File: config.mk
export PLATFORM = sky130hd
export DESIGN_NAME = can_seg_solver
export DESIGN_NICKNAME = d
export VERILOG_FILES = /design/src/rtl/can_seg_pkg.sv /design/src/rtl/can_div_seq.sv /design/src/rtl/can_seg_alloc.sv /design/src/rtl/can_seg_solver.sv
export SDC_FILE = /design/constraint.sdc
export NUM_CORES = 1
export LEC_CHECK = 0
export CELL_PAD_IN_SITES_DETAIL_PLACEMENT = 0
export CELL_PAD_IN_SITES_GLOBAL_PLACEMENT = 2
export CORE_ASPECT_RATIO = 0.5
export CORE_MARGIN = 2
export CORE_UTILIZATION = 41
export CTS_BUF_LIST = sky130_fd_sc_hd__clkbuf_2
export CTS_CLUSTER_DIAMETER = 100
export DETAILED_ROUTE_END_ITERATION = 16
export PLACE_DENSITY = 0.95
export SLEW_MARGIN = 5
export SYNTH_ARGS = -nofsm -noshare
export SYNTH_HDL_FRONTEND = slang
export SYNTH_SLANG_ARGS = --single-unit
File: constraint.sdc
create_clock -name clk_i -period 6.5 [get_ports clk_i]
set_clock_uncertainty 0.15 [all_clocks]
set_input_delay 1.3 -clock clk_i [delete_from_list [all_inputs] [get_ports clk_i]]
set_output_delay 1.3 -clock clk_i [all_outputs]
set_load 0.05 [all_outputs]
File: src/rtl/can_seg_pkg.sv
package can_seg_pkg;
  parameter int unsigned NS_W     = 16;
  parameter int unsigned NBT_W    = 5;
  parameter int unsigned FRAC_W   = 16;
  parameter int unsigned PROP_W   = 4;
  parameter int unsigned PH_W     = 5;
  parameter int unsigned RJW_W    = 3;
  parameter int unsigned NBT_MIN  = 8;
  parameter int unsigned NBT_MAX  = 25;
  parameter int unsigned PROP_MAX = 8;
  parameter int unsigned RJW_MAX  = 4;
  localparam int unsigned QUO_W   = NS_W + FRAC_W;

  typedef enum logic [2:0] {
    S_IDLE, S_CHK, S_PROP, S_TOL1, S_TOL2
  } state_e;
endpackage

File: src/rtl/can_div_seq.sv
// Restoring divider, one quotient bit per cycle.
module can_div_seq #(
  parameter int unsigned NUM_W = 32,
  parameter int unsigned DEN_W = 16
) (
  input  logic             clk_i,
  input  logic             rst_ni,
  input  logic             go_i,
  input  logic [NUM_W-1:0] num_i,
  input  logic [DEN_W-1:0] den_i,
  output logic             done_o,
  output logic [NUM_W-1:0] quo_o
);
  localparam int unsigned CNT_W = $clog2(NUM_W + 1);

  logic [DEN_W:0]   rem_q, shl;
  logic [NUM_W-1:0] quo_q;
  logic [CNT_W-1:0] cnt_q;
  logic             busy_q, done_q;

  assign shl = {rem_q[DEN_W-1:0], quo_q[NUM_W-1]};

  always_ff @(posedge clk_i or negedge rst_ni) begin
    if (!rst_ni) begin
      rem_q  <= '0;
      quo_q  <= '0;
      cnt_q  <= '0;
      busy_q <= 1'b0;
      done_q <= 1'b0;
    end else if (go_i) begin
      rem_q  <= '0;
      quo_q  <= num_i;
      cnt_q  <= CNT_W'(NUM_W);
      busy_q <= 1'b1;
      done_q <= 1'b0;
    end else if (busy_q) begin
      if (shl >= {1'b0, den_i}) begin
        rem_q <= shl - {1'b0, den_i};
        quo_q <= {quo_q[NUM_W-2:0], 1'b1};
      end else begin
        rem_q <= shl;
        quo_q <= {quo_q[NUM_W-2:0], 1'b0};
      end
      cnt_q <= cnt_q - 1'b1;
      if (cnt_q == CNT_W'(1)) begin
        busy_q <= 1'b0;
        done_q <= 1'b1;
      end
    end else begin
      done_q <= 1'b0;
    end
  end

  assign done_o = done_q;
  assign quo_o  = quo_q;
endmodule

File: src/rtl/can_seg_alloc.sv
// Segment split from the rounded-up propagation quotient.
module can_seg_alloc
  import can_seg_pkg::*;
(
  input  logic [QUO_W-1:0]  quo_i,
  input  logic [NBT_W-1:0]  nbt_i,
  output logic [PROP_W-1:0] prop_o,
  output logic [PH_W-1:0]   ph1_o,
  output logic [PH_W-1:0]   ph2_o,
  output logic [RJW_W-1:0]  rjw_o,
  output logic              err_o
);
  logic [NBT_W:0]   need;
  logic [NBT_W-1:0] rem;

  always_comb begin
    prop_o = quo_i[PROP_W-1:0];
    need   = (NBT_W+1)'(prop_o) + (NBT_W+1)'(3);
    err_o  = (quo_i > QUO_W'(PROP_MAX)) || (need > (NBT_W+1)'(nbt_i));
    rem    = nbt_i - NBT_W'(prop_o) - NBT_W'(1);
    ph1_o  = PH_W'(rem >> 1);
    ph2_o  = PH_W'(rem) - ph1_o;
    rjw_o  = (ph1_o < PH_W'(RJW_MAX)) ? RJW_W'(ph1_o) : RJW_W'(RJW_MAX);
  end
endmodule

File: src/rtl/can_seg_solver.sv
module can_seg_solver
  import can_seg_pkg::*;
(
  input  logic              clk_i,
  input  logic              rst_ni,
  input  logic              start_i,
  input  logic [NS_W-1:0]   rtt_ns_i,
  input  logic [NS_W-1:0]   tq_ns_i,
  input  logic [NBT_W-1:0]  nbt_i,
  output logic              done_o,
  output logic              err_o,
  output logic [PROP_W-1:0] prop_seg_o,
  output logic [PH_W-1:0]   phase1_o,
  output logic [PH_W-1:0]   phase2_o,
  output logic [RJW_W-1:0]  rjw_o,
  output logic [FRAC_W-1:0] tol_rjw_o,
  output logic [FRAC_W-1:0] tol_phase_o,
  output logic [FRAC_W-1:0] tol_o
);
  state_e            state_q;
  logic [NS_W-1:0]   rtt_q, tq_q, den_q;
  logic [NBT_W-1:0]  nbt_q;
  logic [QUO_W-1:0]  num_q, div_quo;
  logic              go_q, div_done;

  logic [PROP_W-1:0] sa_prop;
  logic [PH_W-1:0]   sa_ph1, sa_ph2, ph_min;
  logic [RJW_W-1:0]  sa_rjw;
  logic              sa_err, bad_in;
  logic [NS_W-1:0]   den_t1, den_t2;
  logic [FRAC_W-1:0] q_frac;

  can_div_seq #(.NUM_W(QUO_W), .DEN_W(NS_W)) i_div (
    .clk_i  (clk_i),
    .rst_ni (rst_ni),
    .go_i   (go_q),
    .num_i  (num_q),
    .den_i  (den_q),
    .done_o (div_done),
    .quo_o  (div_quo)
  );

  can_seg_alloc i_alloc (
    .quo_i  (div_quo),
    .nbt_i  (nbt_q),
    .prop_o (sa_prop),
    .ph1_o  (sa_ph1),
    .ph2_o  (sa_ph2),
    .rjw_o  (sa_rjw),
    .err_o  (sa_err)
  );

  assign bad_in = (nbt_q < NBT_W'(NBT_MIN)) || (nbt_q > NBT_W'(NBT_MAX)) || (tq_q == '0);
  assign den_t1 = NS_W'(20) * NS_W'(nbt_q);
  assign den_t2 = NS_W'(2) * (NS_W'(13) * NS_W'(nbt_q) - NS_W'(phase2_o));
  assign ph_min = (phase1_o < phase2_o) ? phase1_o : phase2_o;
  assign q_frac = div_quo[FRAC_W-1:0];

  always_ff @(posedge clk_i or negedge rst_ni) begin
    if (!rst_ni) begin
      state_q     <= S_IDLE;
      rtt_q       <= '0;
      tq_q        <= '0;
      nbt_q       <= '0;
      num_q       <= '0;
      den_q       <= '0;
      go_q        <= 1'b0;
      done_o      <= 1'b0;
      err_o       <= 1'b0;
      prop_seg_o  <= '0;
      phase1_o    <= '0;
      phase2_o    <= '0;
      rjw_o       <= '0;
      tol_rjw_o   <= '0;
      tol_phase_o <= '0;
      tol_o       <= '0;
    end else begin
      go_q   <= 1'b0;
      done_o <= 1'b0;
      unique case (state_q)
        S_IDLE: if (start_i) begin
          rtt_q       <= rtt_ns_i;
          tq_q        <= tq_ns_i;
          nbt_q       <= nbt_i;
          err_o       <= 1'b0;
          prop_seg_o  <= '0;
          phase1_o    <= '0;
          phase2_o    <= '0;
          rjw_o       <= '0;
          tol_rjw_o   <= '0;
          tol_phase_o <= '0;
          tol_o       <= '0;
          state_q     <= S_CHK;
        end
        S_CHK: if (bad_in) begin
          err_o   <= 1'b1;
          done_o  <= 1'b1;
          state_q <= S_IDLE;
        end else begin
          num_q   <= QUO_W'(rtt_q) + QUO_W'(tq_q) - QUO_W'(1);
          den_q   <= tq_q;
          go_q    <= 1'b1;
          state_q <= S_PROP;
        end
        S_PROP: if (div_done) begin
          if (sa_err) begin
            err_o   <= 1'b1;
            done_o  <= 1'b1;
            state_q <= S_IDLE;
          end else begin
            prop_seg_o <= sa_prop;
            phase1_o   <= sa_ph1;
            phase2_o   <= sa_ph2;
            rjw_o      <= sa_rjw;
            num_q      <= QUO_W'(sa_rjw) << FRAC_W;
            den_q      <= den_t1;
            go_q       <= 1'b1;
            state_q    <= S_TOL1;
          end
        end
        S_TOL1: if (div_done) begin
          tol_rjw_o <= q_frac;
          num_q     <= QUO_W'(ph_min) << FRAC_W;
          den_q     <= den_t2;
          go_q      <= 1'b1;
          state_q   <= S_TOL2;
        end
        S_TOL2: if (div_done) begin
          tol_phase_o <= q_frac;
          tol_o       <= (q_frac < tol_rjw_o) ? q_frac : tol_rjw_o;
          done_o      <= 1'b1;
          state_q     <= S_IDLE;
        end
        default: state_q <= S_IDLE;
      endcase
    end
  end
endmodule

==> impl_metrics.yaml <==
logic_synthesis:
  synth-warning-count: 0
  synth-seq-cells: 201
  synth_edf_count: 0
  synthesized_cell_area_um2: 12300
  synth_compound_area_share_pct: 17.9
  syn_inst: 1326
  yosys.area_share.xor_xnor_pct: 3.00
  register_area_share_after_synthesis_pct: 41.0
  syn-mean-instance-area_um2: 9.26
  synth_fa_ha_area_share_pct: 13.6
  synthMuxAreaShare_pct: 4.95
  synth_nets: 1493
  ys.flop_type: "sky130_fd_sc_hd__dfrtp_1"
  dominant_combinational_cell_family_by_area_after_synthesis: "compound AO/OA/AOI/OAI gates"
  ys_async_sr_fraction_pct: 100
  synth.lib_cells_used.distinct: 73
  synth_simple_gate_area_share_pct: 12.2
final_layout:
  post_route_cells_drive_above_1_share_pct: 7.76
  fin_nets: 1590
  mostFrequentLayoutCells: "sky130_fd_sc_hd__dfrtp_1, sky130_fd_sc_hd__nand2_1, sky130_fd_sc_hd__inv_1"
  layout_commonest_cell: "sky130_fd_sc_hd__dfrtp_1"
  area_delta_synth_final_pct: 14.3
clock_network:
  tritoncts.num_buffers: 48
  cts.path.max_buffers: 3
  tritoncts_num_sinks: 201
  clock_input_transition_at_the_sequential_cells_of_the_worst_setup_and_hold_paths_ns: 0.13
  post_cts_resized: 0
  clk_latency_ns: 0.85
  cts_tree: "done"
  cts.repair_timing.setup_buffer_count: 0
  clk_root_buffer_cell: "sky130_fd_sc_hd__clkbuf_2"
  cts_htree_levels: 2
  ctsHoldBuffers: 0
drt:
  dr.max_layer_used: "met4"
  drtPass1Iterations: 13
  met3WireLength_um: 1470
  vias: 9809
  met2WireLength_um: 14300
  drt-total-wl_um: 31900
  routedWlPerCell_um: 17.3
  postRouteAntennaNets: 0
  detailedRoute.firstIterationViolations: 637
  wl_met1_um: 15700
  vias_per_cell: 5.31
  route.detailed.drc: 5
timing:
  totalNegativeSetupSlack_ns: 0
  rsz_0062_raised_after_global_routing: "no"
  finalMaxSlewViolations: 0
  fin_hold_ws_ns: 0.338
  setup_viol_count_final: 0
  max_freq_mhz: 235
  hold_violations: 0
  min_period_ns: 4.25
  timing.final.crit_share_pct: 65.4
  timing.max_slew.rel_slack_pct: 17.9
  worst_pin_slew_ns: 1.23
hold_path:
  min-delay-path-class: "register to register"
critical_path:
  worstPathRequired_ns: 7.02
  crit_path_max_fanout: 7
  critPathKind: "register to register"
  path_delay_family: "adder cells"
  path_common_cell: "sky130_fd_sc_hd__ha_1"
  timing.critical_path.from_type: "register"
  critical-path-max-stage-delay_ns: 0.60
  cp_cell_sequence: "inv_1 > fa_1 > inv_1 > ha_1 > ha_1 > ha_1 > nor2b_1 > o21ai_0 > nand2b_1 > a21o_1 > a21oi_1 > o21ai_0 > mux2i_1 > o221ai_1"
  endpoint_kind: "register"
  critPathArrivalTime_ns: 4.78
  cp_num_buf_inv: 2
  critical_path.slowest_cell: "sky130_fd_sc_hd__mux2i_1"
flow_run:
  maxCapViolCount: 0
placement:
  globalplace.congestion: 0.839
  place_hpwl_um: 23200
  io_buffers: 105
floorplan:
  fp.dieArea_um2: 31400
  die_x_um: 249
  row_count: 44
  io_pins: 107
  die_y_um: 126
  design.core.area_um2: 29200
  floorplan.initialDensity_pct: 42.0
global_route:
  number_of_antenna_violations_at_the_first_check_in_global_routing: 2
  grt_pass1_vias: 10012
  grt_start_max_net_pins: 106
  globalRouteTotalUtil_pct: 20.7
  grt.overflow.total: 0
  first_pass_grt_wire_length_um: 52600
status:
  status: "complete, but fails checks"
  failed_checks: "design-rule violations"
## worst reg2reg max path: stages, from the launching register on
cell	delay (ns)
sky130_fd_sc_hd__dfrtp_1	0.52
sky130_fd_sc_hd__inv_1	0.18
sky130_fd_sc_hd__fa_1	0.50
sky130_fd_sc_hd__inv_1	0.05
sky130_fd_sc_hd__ha_1	0.29
sky130_fd_sc_hd__ha_1	0.28
sky130_fd_sc_hd__ha_1	0.34
sky130_fd_sc_hd__nor2b_1	0.14
sky130_fd_sc_hd__o21ai_0	0.16
sky130_fd_sc_hd__nand2b_1	0.12
sky130_fd_sc_hd__a21o_1	0.21
sky130_fd_sc_hd__a21oi_1	0.15
sky130_fd_sc_hd__o21ai_0	0.12
sky130_fd_sc_hd__mux2i_1	0.60
sky130_fd_sc_hd__o221ai_1	0.27
## per-layer routing
layer,global-route usage (%),vias to the layer above
li1,-,4793
met2,33.0,209
met4,4.81,0
met5,0,-
met3,3.69,42
met1,29.6,4765
## Yosys cell counts (all sizes together) (3+ instances only)
master	count	area share, %
a2111oi	3	0.22
a211o	3	0.21
a211oi	31	1.9
a21o	23	1.4
a21oi	65	2.7
a22o	22	1.6
a31oi	8	0.46
and2	4	0.20
and3	6	0.32
buf	21	1.1
clkbuf	46	1.4
dfrtp	201	41
fa	11	1.8
ha	116	12
inv	153	4.7
mux2	6	0.55
mux2i	54	4.4
nand2	154	4.7
nand2b	10	0.51
nand3	16	0.65
nand3b	6	0.37
nand4	6	0.31
nor2	61	1.9
nor2b	17	0.87
nor3	15	0.65
nor3b	3	0.18
nor4	16	0.92
o211ai	5	0.31
o21a	4	0.24
o21ai	140	5.7
o21bai	5	0.31
o221ai	10	0.71
o2bb2ai	3	0.21
o31ai	11	0.67
xnor2	31	2.2
xor2	11	0.78
## cell type report
| cell class | instances | area, um^2 |
|---|---|---|
| Clock buffer | 68 | 340 |
| Timing Repair Buffer | 115 | 1140 |
| Inverter | 153 | 574 |
| Sequential cell | 201 | 5030 |
| Fill cell | 2779 | 15200 |
| Antenna cell | 1 | 2.50 |
| Clock inverter | 16 | 68.8 |
| Multi-Input combinational cell | 904 | 6380 |
| Tap cell | 391 | 489 |
## through the flow
stage,utilization (%),instances,worst slack [ns],cell area (um^2)
floorplan,-,1326,2.61,12300
global placement,46.6,1764,2.47,13600
detailed placement,46.6,1764,2.38,13600
CTS,48.0,1848,2.29,14000
global route,48.0,1849,1.99,14000
finish,48.0,1849,2.25,14000
## flip-flops by register name, indices dropped and copies added (netlist names), 3 cells and up
register / cells
i_div.quo_o: 32
num_q: 22
den_q: 16
i_div.rem_q: 16
rtt_q: 16
tol_o: 16
tol_phase_o: 16
tol_rjw_o: 16
tq_q: 16
i_div.cnt_q: 6
nbt_q: 5
phase2_o: 5
phase1_o: 4
prop_seg_o: 4
rjw_o: 3
state_q: 3
## kinds of logic after synthesis
group,Yosys count
AO/OA/AOI/OAI,350
other,1
XOR/XNOR,42
flip-flops,201
AND/OR/NAND/NOR,324
adder cells (fa/ha/maj),127
multiplexers,60
buffers and inverters,221
## path summary, 6_finish.rpt
check / startpoint / end / slack [ns] / cells past startpoint
max: nbt_q[1]$_DFFE_PN0P_ / den_q[14]$_DFFE_PN0P_ / 2.25 / 14
min: num_q[10]$_DFFE_PN0P_ / i_div.quo_o[10]$_DFFE_PN0P_ / 0.34 / 2
max reg2reg: nbt_q[1]$_DFFE_PN0P_ / den_q[14]$_DFFE_PN0P_ / 2.25 / 14
min reg2reg: num_q[10]$_DFFE_PN0P_ / i_div.quo_o[10]$_DFFE_PN0P_ / 0.34 / 2
max in group asynchronous: rst_ni / go_q$_DFF_PN0_ / 4.74 / 2
min in group asynchronous: rst_ni / i_div.rem_q[10]$_DFFE_PN0P_ / 0.39 / 1
Power is left out: the tool's default activity adds up to more than one toggle a clock period on the data nets, which glitch-free logic cannot reach.
